File: src/rtl/tw_pkg.sv
package tw_pkg;
  localparam int PS_W = 3;

  typedef struct packed {
    logic            src_ext;   // 1: external pin, 0: instruction strobe
    logic            edge_fall; // 1: falling edges, 0: rising edges
    logic            pre_wdt;   // 1: prescaler on watchdog, 0: on timer
    logic [PS_W-1:0] ratio;
  } tw_mode_t;

  localparam int MODE_W = PS_W + 3;
  localparam tw_mode_t MODE_RST = '1;
endpackage

File: src/rtl/tw_edge_sync.sv
module tw_edge_sync #(
  parameter int STAGES = 2
) (
  input  logic clk,
  input  logic rst_n,
  input  logic pin,
  input  logic fall_sel,
  output logic evt
);
  logic [STAGES:0] sh;
  logic            cur, prev;

  always_ff @(posedge clk or negedge rst_n) begin
    if (!rst_n) sh <= '0;
    else        sh <= {sh[STAGES-1:0], pin};
  end

  assign cur  = sh[STAGES-1];
  assign prev = sh[STAGES];
  assign evt  = fall_sel ? (prev & ~cur) : (cur & ~prev);
endmodule

File: src/rtl/tw_prescaler.sv
module tw_prescaler #(
  parameter int PS_W = 3
) (
  input  logic            clk,
  input  logic            rst_n,
  input  logic            clr,
  input  logic            inc,
  input  logic [PS_W-1:0] ratio,
  input  logic            own_tmr,
  output logic            tap
);
  localparam int PRE_W = 1 << PS_W;

  logic [PRE_W-1:0] cnt;
  logic [PRE_W-1:0] mask;
  logic [PS_W:0]    span;

  // Timer ownership divides by 2^(ratio+1), watchdog by 2^ratio.
  assign span = {1'b0, ratio} + (PS_W+1)'(own_tmr);

  for (genvar i = 0; i < PRE_W; i++) begin : g_mask
    assign mask[i] = (PS_W+1)'(i) < span;
  end

  assign tap = inc & ((cnt & mask) == mask);

  always_ff @(posedge clk or negedge rst_n) begin
    if (!rst_n)   cnt <= '0;
    else if (clr) cnt <= '0;
    else if (inc) cnt <= cnt + 1'b1;
  end
endmodule

File: src/rtl/tw_counter.sv
module tw_counter #(
  parameter int W = 8
) (
  input  logic         clk,
  input  logic         rst_n,
  input  logic         we,
  input  logic [W-1:0] wdata,
  input  logic         adv,
  output logic [W-1:0] q
);
  always_ff @(posedge clk or negedge rst_n) begin
    if (!rst_n)   q <= '0;
    else if (we)  q <= wdata;
    else if (adv) q <= q + 1'b1;
  end
endmodule

File: src/rtl/tw_watchdog.sv
module tw_watchdog #(
  parameter int LIMIT = 16
) (
  input  logic clk,
  input  logic rst_n,
  input  logic en,
  input  logic clr,
  input  logic adv,
  output logic timeout,
  output logic to_flag
);
  localparam int CW = (LIMIT > 1) ? $clog2(LIMIT) : 1;
  localparam logic [CW-1:0] LAST = CW'(LIMIT - 1);

  logic [CW-1:0] cnt;
  logic          expire;

  assign expire = en & ~clr & adv & (cnt == LAST);

  always_ff @(posedge clk or negedge rst_n) begin
    if (!rst_n) begin
      cnt     <= '0;
      timeout <= 1'b0;
      to_flag <= 1'b1;
    end else begin
      timeout <= expire;
      if (!en || clr)  cnt <= '0;
      else if (expire) cnt <= '0;
      else if (adv)    cnt <= cnt + 1'b1;
      if (clr)         to_flag <= 1'b1;
      else if (expire) to_flag <= 1'b0;
    end
  end
endmodule

File: src/rtl/tw_timer_wdt.sv
module tw_timer_wdt
  import tw_pkg::*;
#(
  parameter int TMR_W       = 8,
  parameter int WDT_LIMIT   = 16,
  parameter int SYNC_STAGES = 2
) (
  input  logic              clk,
  input  logic              rst_n,
  input  logic              cyc_stb,
  input  logic              ext_clk,
  input  logic              wdt_tick,
  input  logic              wdt_en,
  input  logic              mode_we,
  input  logic [MODE_W-1:0] mode_wdata,
  input  logic              tmr_we,
  input  logic [TMR_W-1:0]  tmr_wdata,
  input  logic              clr_wdt,
  output logic [TMR_W-1:0]  tmr_q,
  output logic              wdt_timeout,
  output logic              to_flag
);
  tw_mode_t mode_q;
  logic     ext_evt, tmr_src, pre_inc, pre_clr, pre_tap, tmr_adv, wdt_adv;

  always_ff @(posedge clk or negedge rst_n) begin
    if (!rst_n)       mode_q <= MODE_RST;
    else if (mode_we) mode_q <= tw_mode_t'(mode_wdata);
  end

  tw_edge_sync #(.STAGES(SYNC_STAGES)) u_sync (
    .clk(clk), .rst_n(rst_n), .pin(ext_clk),
    .fall_sel(mode_q.edge_fall), .evt(ext_evt)
  );

  assign tmr_src = mode_q.src_ext ? ext_evt : cyc_stb;
  assign pre_inc = mode_q.pre_wdt ? wdt_tick : tmr_src;
  assign pre_clr = mode_q.pre_wdt ? clr_wdt : tmr_we;
  assign tmr_adv = mode_q.pre_wdt ? tmr_src : pre_tap;
  assign wdt_adv = mode_q.pre_wdt ? pre_tap : wdt_tick;

  tw_prescaler #(.PS_W(PS_W)) u_pre (
    .clk(clk), .rst_n(rst_n), .clr(pre_clr), .inc(pre_inc),
    .ratio(mode_q.ratio), .own_tmr(~mode_q.pre_wdt), .tap(pre_tap)
  );

  tw_counter #(.W(TMR_W)) u_tmr (
    .clk(clk), .rst_n(rst_n), .we(tmr_we), .wdata(tmr_wdata),
    .adv(tmr_adv), .q(tmr_q)
  );

  tw_watchdog #(.LIMIT(WDT_LIMIT)) u_wdt (
    .clk(clk), .rst_n(rst_n), .en(wdt_en), .clr(clr_wdt),
    .adv(wdt_adv), .timeout(wdt_timeout), .to_flag(to_flag)
  );
endmodule

File: config.mk
export PLATFORM = sky130hd
export DESIGN_NAME = tw_timer_wdt
export DESIGN_NICKNAME = d
export VERILOG_FILES = /design/src/rtl/tw_pkg.sv /design/src/rtl/tw_edge_sync.sv /design/src/rtl/tw_prescaler.sv /design/src/rtl/tw_counter.sv /design/src/rtl/tw_watchdog.sv /design/src/rtl/tw_timer_wdt.sv
export SDC_FILE = /design/constraint.sdc
export NUM_CORES = 1
export LEC_CHECK = 0
export BUFFER_PORTS_ARGS = -buffer_cell sky130_fd_sc_hd__buf_4
export CORE_MARGIN = 2
export CORE_UTILIZATION = 37
export CTS_CLUSTER_DIAMETER = 50
export DETAILED_ROUTE_END_ITERATION = 10
export GPL_ROUTABILITY_DRIVEN = 0
export MAX_ROUTING_LAYER = met4
export PLACE_DENSITY = 0.59
export SLEW_MARGIN = 20
export SYNTH_ARGS = -nofsm -noshare
export SYNTH_HDL_FRONTEND = slang
export SYNTH_HIERARCHICAL = 1
export SYNTH_SLANG_ARGS = --single-unit
File: constraint.sdc
create_clock -name clk -period 2.87 [get_ports clk]
set_clock_uncertainty 0.1 [all_clocks]
set_input_delay 0.574 -clock clk [delete_from_list [all_inputs] [get_ports clk]]
set_output_delay 0.574 -clock clk [all_outputs]
set_load 0.02 [all_outputs]
==> flow_summary_export.csv, run 1 <==
group,metric,value,unit
detailed_routing,antenna_left,0,
worst_hold_path,hp-class,"input port to asynchronous set/reset pin",
global_routing,antenna_found_initial,0,
timing,maxSlewViolCount,0,
critical_path,crit_path_start_kind,"flop",
logic_synthesis,synth_fa_ha_area_share,3.879,%
detailed_routing,wl_met2,1.564,mm
timing,fin_ws,25.08,ps
placed_design,io_buffers,32,
critical_path,critPathSlowestCell,"dfstp_2",
power,p_per_area,519.4,nW/um2
timing,worst_pin_slew,396.7,ps
status,status,"finished clean",
cts,ctsHoldBuffers,0,
critical_path,arrival,2960,ps
job,max-cap-violations,0,
detailed_routing,routedWlPerCell,13.00,um
layout,regArea,784.5,um2
logic_synthesis,syn_nets,182,
detailed_routing,dr.first_iter.drc_count,32,
timing,hold_violations,0,
detailed_routing,viasPerCell,5.059,
layout,fin_util,49.50,%
detailed_routing,num_vias,1280,
cts,cts-root-buf,"clkbuf_8",
cts,cts_buffer_depth,2,
layout,final_area,2111,um2
critical_path,cp.required,2980,ps
detailed_routing,dr.pass1.iters,4,
timing,final.min_clock_period,2845,ps
cts,clock-sinks,31,
critical_path,path_cells,"inv_2 -> ha_4 -> ha_4 -> inv_4 -> a21oi_2 -> a2111oi_2 -> o21a_1 -> nor2_1 -> a21oi_1 -> buf_4 -> nand4_4 -> or4_1 -> nand3_1",
detailed_routing,highest_layer,"met4",
detailed_routing,finalWirelength,3.290,mm
layout,layout-drive-gt1-share,38.31,%
placed_design,dp_slack,-55.35,ps
die,die_x,70.02,um
logic_synthesis,synth-xor-area-share,5.431,%
global_routing,grt_pass1_wl,5.761,mm
placed_design,dp_cells,239,
detailed_routing,met3_length,131,um
logic_synthesis,yosys_warnings,6,
detailed_routing,wl_met1,1.530,mm
critical_path,worstSetupEndpointType,"flop",
die,dieArea,4903,um2
logic_synthesis,synth_area,1613,um2
layout,multi_input_area,828.3,um2
die,die_h,70.02,um
critical_path,r2r_slack,30,ps
placed_design,dpl-instance-area,1936,um2
logic_synthesis,ys_ff_latch,31,
global_routing,grt_pass1_vias,1270,
critical_path,crit_type,"flop to flop",
layout,nets,228,
cts,h-tree-depth,2,
logic_synthesis,yosysSeqAreaShare,48.64,%
critical_path,timing.rr.end,"u_tmr/q[5]",
logic_synthesis,synthSimpleGateAreaFrac,19.78,%
layout,fillCellCount,421,
logic_synthesis,synth_cells,154,
logic_synthesis,synth_mux_area_share,8.534,%
die,floorplan.initialDensity,37.82,%
power,ir_drop,0.2940,mV
cts,clk_latency,280,ps
layout,final_cells,253,
timing,rsz0062_at_grt,"yes",
critical_path,r2r-start,"mode_q[3]",
die,placementRows,24,
cts,path_clk_slew,70,ps
detailed_routing,drc,0,
global_routing,grt_max_degree,32,
placed_design,hpwl,2.326,mm
global_routing,grt_usage,15.08,%
logic_synthesis,synth_top_family_by_area,"simple AND/OR/NAND/NOR gates",
timing,setup-violations-final,0,
timing,layout_worst_path_cycle_share,99.13,%
timing,fmax,351.5,MHz
logic_synthesis,syn-mean-instance-area,10.47,um2
global_routing,grt-ovfl-total,0,
cts,cts_buffers,5,
cts,cts_tree,"built",
die,core,4264,um2
layout,synthToLayoutAreaGrowth,30.88,%
critical_path,reg2regPathDepth,13,
critical_path,max_stage_delay,540,ps
critical_path,cp_common_cell,"ha_4",
timing,whs,115.7,ps
power,leakage,0.0009460,uW
die,top_level_ports,33,
layout,insertedDiodeCount,0,
logic_synthesis,synth-compound-area-share,10.71,%
timing,relSlewSlack,73.56,%
critical_path,critPathMaxFanout,4,
logic_synthesis,ys_types,38,
-- cells by family after synthesis --
family | count (synthesis)
buf+inv | 9
simple gates | 59
flops | 31
compound gates | 29
mux | 11
fa+ha+maj | 5
xor+xnor | 10
-- metrics by stage --
step	setup TNS, ps	power (uW)
final	0	1096
after floorplan	0	646.6
after detailed placement	-135.5	736.6
after CTS	0	1076
after global routing	-138.1	1158
after global placement	0	730.5
-- per-layer routing --
layer	vias to the layer above	GRT usage, %
met5	-	-
met1	602	18.54
li1	641	-
met3	8	3.608
met4	0	6.410
met2	29	23.81
-- timing repair --
action                     4_1_cts  5_1_grt
gates resized for setup          3       10
pin swaps                        4        8
setup buffers                    1        5
hold endpoints to repair         0        0
setup endpoints to repair        3        6
-- sequential cells by signal, indices dropped and copies added (netlist names) --
name	cells
mode_q	6
u_wdt/timeout	1
u_tmr/q	8
u_wdt/cnt	4
u_wdt/to_flag	1
u_sync/sh	3
u_pre/cnt	8
-- synth_stat cells --
cell type  number  share of area (%)
buf_1           1               0.23
a41oi_1         1               0.54
a21o_1          2               0.93
a31oi_1         1               0.39
mux2_4          5                4.7
o21ai_0        11                3.4
xnor2_1         3                1.6
or4_1           3                1.4
o21ai_2         1               0.54
xor2_1          7                3.8
and2_4          1               0.54
inv_2           1               0.23
or3_1           2               0.78
nor2_1         10                2.3
inv_1           2               0.47
a311oi_1        1               0.54
nand4_1         5                1.9
nor3_1          1               0.31
o21ai_1         3               0.93
nand3_1         9                2.8
clkbuf_1        2               0.47
dfstp_2         7                 11
nand2_1        17                4.0
mux2i_1         4                2.5
buf_4           2               0.93
nand2b_1        3                1.2
o21a_1          1               0.47
nor2b_1         4                1.6
dfrtp_1        24                 37
a21oi_1         6                1.9
nand3b_1        2               0.93
mux2_1          2                1.4
nand4_2         1               0.78
a221oi_1        1               0.54
ha_1            5                3.9
nand4_4         1                1.3
a2111oi_0       1               0.54
buf_6           1               0.70
-- worst max-delay path: cells and delay by family (launching register included) --
kind                       cells  cell delay, ps
AOI/OAI and AO/OA              4             700
DFF                            1             540
buffers and inverters          3             280
adders and majority gates      2             410
and+or+nand+nor                4             730
-- area by class of cell --
class	count	share of cell area, %
clock buffers	7	3.616
well taps	52	3.082
inverters	3	0.6520
clock inverters	1	0.2371
flip-flops and latches	31	37.17
multi-input cells	114	39.24
repair buffers	45	16.00
-- cell usage in the layout (no fill, tap or decap), drive strengths merged, types with 2 or more instances in the layout --
| cell | count |
|---|---|
| nand3b | 2 |
| or3 | 2 |
| inv | 3 |
| mux2 | 7 |
| or4 | 3 |
| xor2 | 7 |
| dfstp | 7 |
| ha | 5 |
| nor2b | 4 |
| nand3 | 9 |
| mux2i | 4 |
| xnor2 | 3 |
| a21o | 2 |
| dfrtp | 24 |
| nand4 | 7 |
| nor2 | 10 |
| nand2b | 3 |
| o21ai | 15 |
| nand2 | 17 |
| a21oi | 6 |
| buf | 45 |
| clkbuf | 7 |
-- worst max path at each step --
stage / startpoint / end / slack, ps / cells after the start
3_3_place_gp: mode_q[3] / u_tmr/q[5] / 10 / 13
6_report: mode_q[3] / u_tmr/q[5] / 30 / 13
5_1_grt: mode_q[3] / u_tmr/q[5] / -110 / 13
2_1_floorplan: mode_q[3] / u_tmr/q[5] / 20 / 13
4_1_cts: mode_q[3] / u_tmr/q[6] / 5 / 13
3_5_place_dp: mode_q[3] / u_tmr/q[7] / -60 / 13
-- where the power goes --
group	internal, uW	switching (uW)
logic	132	115
registers	476	46.4
clock network	170	158
No activity file was read; power rests on OpenSTA's default activity.
==> inputs of run 2 (changes only) <==
--- a/config.mk
+++ b/config.mk
@@ -12,7 +12,7 @@
 export DETAILED_ROUTE_END_ITERATION = 10
 export GPL_ROUTABILITY_DRIVEN = 0
 export MAX_ROUTING_LAYER = met4
-export PLACE_DENSITY = 0.59
+export PLACE_DENSITY = 0.63
 export SLEW_MARGIN = 20
 export SYNTH_ARGS = -nofsm -noshare
 export SYNTH_HDL_FRONTEND = slang
==> flow_summary_export.csv, run 2 (synthesized netlist as in run 1, its figures left out) <==
group,metric,value,unit
critical_path,arrival,2870,ps
cts,h-tree-depth,2,
layout,layout-drive-gt1-share,35.53,%
detailed_routing,routedWlPerCell,13.84,um
cts,cts-root-buf,"clkbuf_8",
timing,worst_pin_slew,394.6,ps
critical_path,cp.required,2990,ps
die,top_level_ports,33,
status,status,"finished clean",
global_routing,grt_pass1_vias,1327,
layout,final_cells,249,
global_routing,grt-ovfl-total,0,
detailed_routing,num_vias,1320,
placed_design,dp_cells,238,
timing,layout_worst_path_cycle_share,95.62,%
die,die_x,70.02,um
global_routing,grt_max_degree,32,
power,ir_drop,0.2387,mV
cts,path_clk_slew,70,ps
timing,finalSetupTns,0,ps
timing,maxSlewViolCount,0,
die,placementRows,24,
timing,hold_violations,0,
die,core,4264,um2
power,leakage,0.0009235,uW
die,dieArea,4903,um2
job,max-cap-violations,0,
cts,clock-sinks,31,
die,floorplan.initialDensity,37.82,%
placed_design,dpl-instance-area,1928,um2
critical_path,r2r_slack,130,ps
layout,nets,224,
global_routing,grt_pass1_wl,5.920,mm
global_routing,antenna_found_initial,0,
detailed_routing,finalWirelength,3.446,mm
layout,synthToLayoutAreaGrowth,28.55,%
critical_path,worstSetupEndpointType,"flop",
detailed_routing,drc,0,
layout,fillCellCount,409,
placed_design,dp_slack,-57.90,ps
cts,cts_buffers,5,
global_routing,grt_usage,15.44,%
layout,final_common_cell,"buf_4",
power,p_per_area,522.3,nW/um2
layout,insertedDiodeCount,0,
detailed_routing,viasPerCell,5.301,
layout,reg_top3,"u_pre/cnt (8), u_tmr/q (8), mode_q (6)",
critical_path,crit_path_start_kind,"flop",
timing,whs,119.1,ps
critical_path,critPathMaxFanout,4,
placed_design,io_buffers,32,
timing,fmax,364.4,MHz
die,die_h,70.02,um
layout,final_cell_mix,"buf_4, dfrtp_1, nand2_1",
detailed_routing,dr.first_iter.drc_count,34,
timing,final.min_clock_period,2744,ps
cts,cts_tree,"built",
timing,relSlewSlack,73.69,%
timing,rsz0062_at_grt,"yes",
cts,cts_buffer_depth,2,
worst_hold_path,hp-class,"input port to asynchronous set/reset pin",
cts,clk_latency,280,ps
detailed_routing,dr.pass1.iters,4,
critical_path,r2r-start,"mode_q[3]",
placed_design,hpwl,2.351,mm
layout,final_area,2073,um2
timing,setup-violations-final,0,
critical_path,startpoint,"mode_q[3]",
detailed_routing,antenna_left,0,
timing,fin_ws,125.6,ps
cts,ctsHoldBuffers,0,
critical_path,crit_type,"flop to flop",
[run 2: area by class of cell]
class	instances	area, um2	share of cell area (%)
clock buffers	7	76.32	3.681
clock inverters	1	5.005	0.2414
inverters	3	16.27	0.7845
multi-input cells	114	818.3	39.47
flip-flops and latches	31	784.5	37.84
well taps	52	65.06	3.138
repair buffers	41	307.8	14.85
[run 2: path summary, 6_finish.rpt]
path,to,cells past startpoint
max reg2reg,u_tmr/q[5],13
min reg2reg,u_sync/sh[1],0
min,u_wdt/timeout,1
max in group asynchronous,mode_q[2],1
max,u_tmr/q[5],13
min in group clk,u_sync/sh[1],0
[run 2: worst max-delay path: stages, from the launching register on]
cell,delay (ps)
dfstp_2,550
inv_4,40
ha_4,160
ha_4,220
inv_4,60
o21ai_1,70
a2111oi_2,310
o21a_1,180
nor2_1,40
a21oi_1,110
buf_4,150
nand4_4,120
or4_1,490
nand3_1,80
[run 2: layer usage]
| layer | vias to the layer above | wire [um] | GRT usage (%) |
|---|---|---|---|
| met5 | - | 0 | - |
| met3 | 6 | 170 | 4.762 |
| met4 | 0 | 55 | 5.128 |
| met2 | 34 | 1717 | 24.97 |
| li1 | 631 | - | - |
| met1 | 649 | 1503 | 18.41 |
[run 2: stage by stage]
step | total power [uW] | utilization [%]
final | 1083 | 48.62
after global routing | 1147 | 48.62
after CTS | 1080 | 47.86
after detailed placement | 734.0 | 45.22
after global placement | 728.3 | 45.22
after floorplan | 646.6 | -
[run 2: repair_timing]
item,in CTS,in global routing
resized for setup,4,8
gates cloned,0,0
hold endpoints to repair,0,0
pin swaps,3,8
endpoints found under the setup margin,3,5
setup buffers,1,2
[run 2: report_power, final]
part	total, uW	leakage, uW	internal [uW]	switching (uW)
logic	234	0.000496	122	112
clock network	327	0.0000422	170	157
registers	522	0.000385	476	46.2
